--- config.mk ---
export PLATFORM = sky130hd
export DESIGN_NAME = gpio_mux_port
export DESIGN_NICKNAME = d
export VERILOG_FILES = /design/src/rtl/gpio_mux_pkg.sv /design/src/rtl/gpio_in_sync.sv /design/src/rtl/gpio_pin_arbiter.sv /design/src/rtl/gpio_mux_port.sv
export SDC_FILE = /design/constraint.sdc
export NUM_CORES = 1
export LEC_CHECK = 0
export BUFFER_PORTS_ARGS = -buffer_cell sky130_fd_sc_hd__buf_2
export CORE_UTILIZATION = 45
export DETAILED_ROUTE_END_ITERATION = 10
export PLACE_DENSITY = 0.85
export SLEW_MARGIN = 15
export SYNTH_ARGS = -nofsm -noshare
export SYNTH_HDL_FRONTEND = slang
export SYNTH_SLANG_ARGS = --single-unit
--- constraint.sdc ---
create_clock -name clk -period 2.35 [get_ports clk]
set_clock_uncertainty 0.1 [all_clocks]
set_input_delay 0.235 -clock clk [delete_from_list [all_inputs] [get_ports clk]]
set_output_delay 0.235 -clock clk [all_outputs]
set_load 0.02 [all_outputs]
--- src/rtl/gpio_mux_pkg.sv ---
package gpio_mux_pkg;
    typedef enum logic [2:0] {
        ADDR_LATCH  = 3'd0,
        ADDR_DIR    = 3'd1,
        ADDR_ODRAIN = 3'd2,
        ADDR_DBG    = 3'd3,
        ADDR_PORT   = 3'd4
    } reg_addr_e;
endpackage

--- src/rtl/gpio_in_sync.sv ---
module gpio_in_sync #(
    parameter int W = 8
) (
    input  logic         clk,
    input  logic [W-1:0] async_in,
    output logic [W-1:0] sync_out
);
    logic [W-1:0] stage1_q, stage2_q;

    always_ff @(posedge clk) begin
        stage1_q <= async_in;
        stage2_q <= stage1_q;
    end

    assign sync_out = stage2_q;
endmodule

--- src/rtl/gpio_pin_arbiter.sv ---
module gpio_pin_arbiter #(
    parameter int                 NPERIPH       = 3,
    parameter logic [NPERIPH-1:0] LOOPBACK_MASK = '0,
    parameter bit                 IS_DBG_PIN    = 1'b0
) (
    input  logic               lat,
    input  logic               dir_in,
    input  logic               odrain,
    input  logic               dbg_en,
    input  logic [NPERIPH-1:0] p_en,
    input  logic [NPERIPH-1:0] p_req,
    input  logic [NPERIPH-1:0] p_out,
    input  logic               dbg_oe,
    input  logic               dbg_out,
    input  logic               pad_in,
    output logic               pad_out,
    output logic               pad_oe,
    output logic [NPERIPH-1:0] p_in,
    output logic [NPERIPH-1:0] grant
);
    logic dbg_own;
    logic taken;

    assign dbg_own = IS_DBG_PIN && dbg_en;

    // fixed priority: lowest slot index wins
    always_comb begin
        grant = '0;
        taken = 1'b0;
        for (int p = 0; p < NPERIPH; p++) begin
            if (!taken && p_en[p] && p_req[p]) begin
                grant[p] = 1'b1;
                taken    = 1'b1;
            end
        end
    end

    always_comb begin
        if (dbg_own) begin
            pad_oe  = dbg_oe;
            pad_out = dbg_out;
        end else if (taken) begin
            pad_oe  = 1'b1;
            pad_out = |(grant & p_out);
        end else begin
            pad_oe  = !dir_in && (!odrain || !lat);
            pad_out = lat;
        end
    end

    // input taps: loopback only when the port itself drives the pin
    always_comb begin
        for (int p = 0; p < NPERIPH; p++) begin
            if (LOOPBACK_MASK[p] && !dbg_own && !taken && !dir_in)
                p_in[p] = lat;
            else
                p_in[p] = pad_in;
        end
    end
endmodule

--- src/rtl/gpio_mux_port.sv ---
module gpio_mux_port
    import gpio_mux_pkg::*;
#(
    parameter int                 NPINS         = 8,
    parameter int                 NPERIPH       = 3,
    parameter logic [NPERIPH-1:0] LOOPBACK_MASK = 3'b100,
    parameter logic [NPINS-1:0]   DBG_MASK      = 8'hC0
) (
    input  logic                            clk,
    input  logic                            rst_n,
    input  logic                            wr_en,
    input  logic [2:0]                      wr_addr,
    input  logic [NPINS-1:0]                wr_data,
    input  logic [2:0]                      rd_addr,
    output logic [NPINS-1:0]                rd_data,
    input  logic [NPERIPH-1:0][NPINS-1:0]   periph_en,
    input  logic [NPERIPH-1:0][NPINS-1:0]   periph_req,
    input  logic [NPERIPH-1:0][NPINS-1:0]   periph_out,
    output logic [NPERIPH-1:0][NPINS-1:0]   periph_in,
    input  logic [NPINS-1:0]                dbg_oe,
    input  logic [NPINS-1:0]                dbg_out,
    output logic [NPINS-1:0]                dbg_in,
    input  logic [NPINS-1:0]                pad_in,
    output logic [NPINS-1:0]                pad_out,
    output logic [NPINS-1:0]                pad_oe
);
    localparam logic [NPINS-1:0] DIR_RESET = {NPINS{1'b1}};

    typedef struct packed {
        logic [NPINS-1:0] lat;
        logic [NPINS-1:0] dir;
        logic [NPINS-1:0] od;
        logic             dbg_en;
    } regs_t;

    regs_t regs_d, regs_q;
    logic [NPINS-1:0] pad_sync;
    logic [NPINS-1:0][NPERIPH-1:0] grant_all;

    always_comb begin
        regs_d = regs_q;
        if (wr_en) begin
            case (reg_addr_e'(wr_addr))
                ADDR_LATCH:  regs_d.lat    = wr_data;
                ADDR_DIR:    regs_d.dir    = wr_data;
                ADDR_ODRAIN: regs_d.od     = wr_data;
                ADDR_DBG:    regs_d.dbg_en = wr_data[0];
                default:     regs_d        = regs_q;
            endcase
        end
    end

    always_ff @(posedge clk or negedge rst_n) begin
        if (!rst_n) begin
            regs_q.lat    <= '0;
            regs_q.dir    <= DIR_RESET;
            regs_q.od     <= '0;
            regs_q.dbg_en <= 1'b1;
        end else begin
            regs_q <= regs_d;
        end
    end

    always_comb begin
        case (reg_addr_e'(rd_addr))
            ADDR_LATCH:  rd_data = regs_q.lat;
            ADDR_DIR:    rd_data = regs_q.dir;
            ADDR_ODRAIN: rd_data = regs_q.od;
            ADDR_DBG:    rd_data = {{(NPINS-1){1'b0}}, regs_q.dbg_en};
            ADDR_PORT:   rd_data = pad_sync;
            default:     rd_data = '0;
        endcase
    end

    gpio_in_sync #(.W(NPINS)) u_sync (
        .clk      (clk),
        .async_in (pad_in),
        .sync_out (pad_sync)
    );

    assign dbg_in = pad_in & DBG_MASK;

    for (genvar i = 0; i < NPINS; i++) begin : g_pin
        logic [NPERIPH-1:0] en_col, req_col, out_col, in_col;

        for (genvar p = 0; p < NPERIPH; p++) begin : g_slot
            assign en_col[p]       = periph_en[p][i];
            assign req_col[p]      = periph_req[p][i];
            assign out_col[p]      = periph_out[p][i];
            assign periph_in[p][i] = in_col[p];
        end

        gpio_pin_arbiter #(
            .NPERIPH       (NPERIPH),
            .LOOPBACK_MASK (LOOPBACK_MASK),
            .IS_DBG_PIN    (DBG_MASK[i])
        ) u_arb (
            .lat     (regs_q.lat[i]),
            .dir_in  (regs_q.dir[i]),
            .odrain  (regs_q.od[i]),
            .dbg_en  (regs_q.dbg_en),
            .p_en    (en_col),
            .p_req   (req_col),
            .p_out   (out_col),
            .dbg_oe  (dbg_oe[i]),
            .dbg_out (dbg_out[i]),
            .pad_in  (pad_in[i]),
            .pad_out (pad_out[i]),
            .pad_oe  (pad_oe[i]),
            .p_in    (in_col),
            .grant   (grant_all[i])
        );
    end
endmodule

## Yosys cells after proc, flatten, opt, wreduce, memory -nomap -nowiden

Cells that the tools add are included.
W data, S select, Z words.

| storage, ports and cells | value |
|---|---|
| register bits after elaboration | 41 |
| bits of input ports | 113 |
| output and inout bits | 56 |
| logic and storage cells | 219 |

| operators by class | value |
|---|---|
| equality and inequality tests | 7 |
| muxes and demuxes | 69 |
| bitwise operators | 8 |
| reduce and logical (&&, ||, !) cells | 129 |

Operators by type and width:

| cell | number |
|---|---|
| $mux W1 | 68 |
| $logic_and A1 B1 Y1 | 58 |
| $logic_not A1 Y1 | 49 |
| $pmux W8 S5 | 1 |
| $and A3 B3 Y3 | 8 |
| $reduce_or A3 Y1 | 8 |
| $eq A3 B2 Y1 const B | 4 |
| $logic_or A1 B1 Y1 | 8 |
| $reduce_and A2 Y1 | 4 |
| $eq A3 B1 Y1 const B | 2 |
| $logic_not A3 Y1 | 2 |
| $eq A3 B3 Y1 const B | 1 |

## Depth between registers and ports, before layout

| depth | value |
|---|---|
| depth in word-level cells | 14 |
| depth in mapped cells | 5 |

## Hierarchy

Synthesis repeated with hierarchy kept, for this count alone.

| second synthesis, totals | value |
|---|---|
| cells, all modules | 271 |
| area total of the unflattened synthesis | 2,548.7 um^2 |

Modules (own cells, without submodules):

| module | times used | cells each | area an instance (um^2) |
|---|---|---|---|
| gpio_mux_port | 1 | 101 | 1,280.0 |
| gpio_pin_arbiter at g_pin[0].u_arb ... | 6 | 18 | 111.4 |
| gpio_in_sync | 1 | 16 | 320.3 |
| gpio_pin_arbiter at g_pin[6].u_arb ... | 2 | 23 | 140.1 |

## Worst setup path before layout

OpenSTA, ideal clock, no wires.

| timing | value |
|---|---|
| path kind | input to output |
| from | input rd_addr[1] |
| to | output rd_data[2] |
| arrival | 1.272 ns |
| required time | 2.015 ns |
| setup slack | 0.743 ns |
| stages on the path | 4 |
| path buffers | 1 |
| cell sequence | buf_2 -> nor2b_1 -> a2bb2oi_1 -> o21ai_0 |

| between the ends | value |
|---|---|
| longest elaborated chain between the ends | 2 |

Ends and longest elaborated chain:

| item | RTL line | text |
|---|---|---|
| from (decl) | gpio_mux_port.sv:14 | `input logic [2:0] rd_addr,` |
| $eq A3 B3 Y1 (tied with other cells) | gpio_mux_port.sv:65 | `case (reg_addr_e'(rd_addr))` |
| $pmux W8 S5 (*) | gpio_mux_port.sv:65 |  |
| to (decl) | gpio_mux_port.sv:15 | `output logic [NPINS-1:0] rd_data,` |

Every way passes the cells marked *; elsewhere a longest branch is shown, timed or not.

==> impl_metrics.py <==
metrics = {
    "global_route": {
        "grt_antenna_before_repair": 0,
        "grt_pass1_wl_um": 10800,
        "grt_usage": 0.229,
        "grt_max_degree": 26,
        "grt_pass1_vias": 2440,
        "grt-ovfl-total": 0,
    },
    "finish": {
        "drive_gt1_frac": 0.499,
        "syn_to_final_growth_pct": 29.8,
        "seqCellArea_sq_um": 957,
        "fillers": 470,
        "final_nets": 509,
        "multiInputGateArea_sq_mm": 0.00127,
        "diodes": 0,
        "final_core_util": 0.603,
    },
    "sta": {
        "whs_ns": 0.0828,
        "setup_slack_ns": 0.402,
        "period_share": 0.829,
        "finalSetupViolCount": 0,
        "slew_headroom": 0.587,
        "timing.fmax_ghz": 0.513,
        "rsz0062_at_grt": "false",
        "period_needed_ns": 1.95,
        "drv_slew": 0,
        "finalHoldViolCount": 0,
        "worstMarginPinSlew_ns": 0.616,
        "finalSetupTns_ns": 0,
    },
    "setup_path": {
        "cp_data_required_time_ns": 2.02,
        "worstSetupPathType": "flip-flop to output port",
        "critical_path_arrival_ns": 1.61,
        "critPathLaunchType": "flip-flop",
        "crit_fanout": 10,
        "crit_path_end_kind": "output port",
    },
    "synthesis": {
        "synthArstFlopShare": 0.610,
        "synth_common_cells": "nand2_1 (41), buf_4 (40), mux2_2 (22), dfrtp_1 (16), dfxtp_1 (16)",
        "synth_top_area_frac": 0.156,
        "synth_cells": 267,
        "synth_edf_count": 0,
        "synth_area_leaders": "dfrtp_1 (16%), dfxtp_1 (13%), buf_4 (12%), mux2_2 (9.7%), dfstp_2 (9.2%)",
        "ys_seq_area_frac": 0.374,
        "yosysUniqueCellTypes": 33,
        "ys_warn_count": 0,
        "synth.most_common_cell": "nand2_1",
        "synth_top_area_cell": "dfrtp_1",
        "ys_ff_latch": 41,
        "synth_flop_cell": "dfxtp_1",
        "syn_area_sq_mm": 0.00256,
        "avgSynthCellArea_sq_um": 9.59,
    },
    "floorplan": {
        "die_area_sq_mm": 0.00599,
        "io_pins": 169,
        "fp.dieH_um": 77.4,
        "fp.dieW_um": 77.4,
        "rows": 27,
        "core_sq_mm": 0.00551,
        "start_util": 0.465,
    },
    "placement": {
        "place.port_buffers": 150,
        "gp_congestion": 0.748,
        "dp_slack_ns": 0.527,
        "place_hpwl_um": 5050,
    },
    "routing": {
        "wire_per_inst_um": 14.1,
        "drtIter0Drc": 128,
        "drt-vias-per-instance": 5.35,
        "drc": 0,
        "dr.pass1.iters": 6,
        "vias": 2507,
        "wirelength_um": 6630,
        "drtAntennaViolNets": 0,
    },
    "power": {
        "leakagePower_nw": 1.63,
        "ir_drop_v": 0.000271,
        "powerDensity_mw_per_mm2": 653,
        "power.total_mw": 2.17,
    },
    "clock_network": {
        "cts_buffer_depth": 2,
        "ctsHtreeMaxLevel": 2,
        "cts.sinks": 41,
        "clk_latency_ns": 0.29,
        "cts_root_buffer": "clkbuf_8",
        "cts_buffers": 5,
        "clkTransAtPathRegs_ns": 0.07,
        "tritoncts": "done",
    },
    "outcome": {
        "status": "finished clean",
    },
    "flow_run": {
        "drv_cap": 0,
    },
    "worst_hold_path": {
        "hold_path.class": "primary input to flip-flop",
    },
}
[path summary, 6_finish.rpt]
path | startpoint | end | slack, ns | cells after the start
max reg2reg | regs_q[0]$_DFFE_PN1P_ | regs_q[0]$_DFFE_PN1P_ | 1.37 | 1
min in group asynchronous | rst_n | regs_q[4]$_DFFE_PN0P_ | 0.37 | 2
min | wr_data[3] | regs_q[20]$_DFFE_PN0P_ | 0.08 | 3
max in group asynchronous | rst_n | regs_q[24]$_DFFE_PN0P_ | 1.38 | 2
min reg2reg | u_sync.stage1_q[0]$_DFF_P_ | u_sync.sync_out[0]$_DFF_P_ | 0.23 | 0
max | regs_q[0]$_DFFE_PN1P_ | periph_in[22] | 0.40 | 4
[stage by stage]
stage / area [sq um] / std cells
finish: 3320 / 469
global placement: 3130 / 452
CTS: 3320 / 469
detailed placement: 3130 / 452
floorplan: 2580 / 272
global route: 3320 / 469
[report_power, final]
group / internal [mW] / leakage, nW / switching [mW]
clock: 0.265 / 0.0542 / 0.230
sequential: 0.837 / 0.423 / 0.0996
combinational: 0.353 / 1.15 / 0.386
[registers in the layout, indices dropped and copies added, names as in the netlist]
register / flops
regs_q: 25
u_sync.sync_out: 8
u_sync.stage1_q: 8
[layout make-up]
cell class | instances | area share
clock buffers | 7 | 0.0290
multi-input cells | 175 | 0.381
clock inverters | 1 | 0.00151
flip-flops and latches | 41 | 0.288
well taps | 72 | 0.0271
repair buffers | 163 | 0.262
inverters | 10 | 0.0113
[worst max-delay path, stage by stage (launching register included)]
cell      delay, ns
dfstp_2        0.64
a21oi_1        0.08
nand4b_1       0.11
mux2_2         0.34
buf_2          0.16
[cell usage in the layout (no fill, tap or decap), drive strengths merged, types with 4 or more instances in the layout]
cell type / instances
nand3: 8
buf: 154
a21o: 6
dfstp: 9
a222oi: 6
clkbuf: 7
inv: 10
a32oi: 8
mux2: 28
a2bb2oi: 8
a21oi: 4
o211ai: 8
mux2i: 7
dlygate4sd3: 9
dfrtp: 16
nand2: 41
o21ai: 13
nand2b: 6
conb: 6
nand4: 8
dfxtp: 16
[routing by layer]
layer,global-route usage,up-vias,share of wire
li1,-,1194,-
met1,0.259,1174,0.40
met2,0.419,123,0.52
met3,0.0518,16,0.058
met4,0.0811,0,0.021
met5,0,-,0
[timing repair]
item,CTS,global route
hold endpoints to repair,24,0
resized for setup,0,0
endpoints found under the setup margin,0,0
hold buffers,9,0
buffers inserted,0,0
[cell families after synthesis]
family | Yosys count | synth area share
AOI/OAI and AO/OA | 58 | 0.166
buffers and inverters | 56 | 0.144
DFF | 41 | 0.374
muxes | 36 | 0.159
other | 1 | 0.00146
and+or+nand+nor | 75 | 0.155
Note: power is estimated with default switching activity, not from simulation.
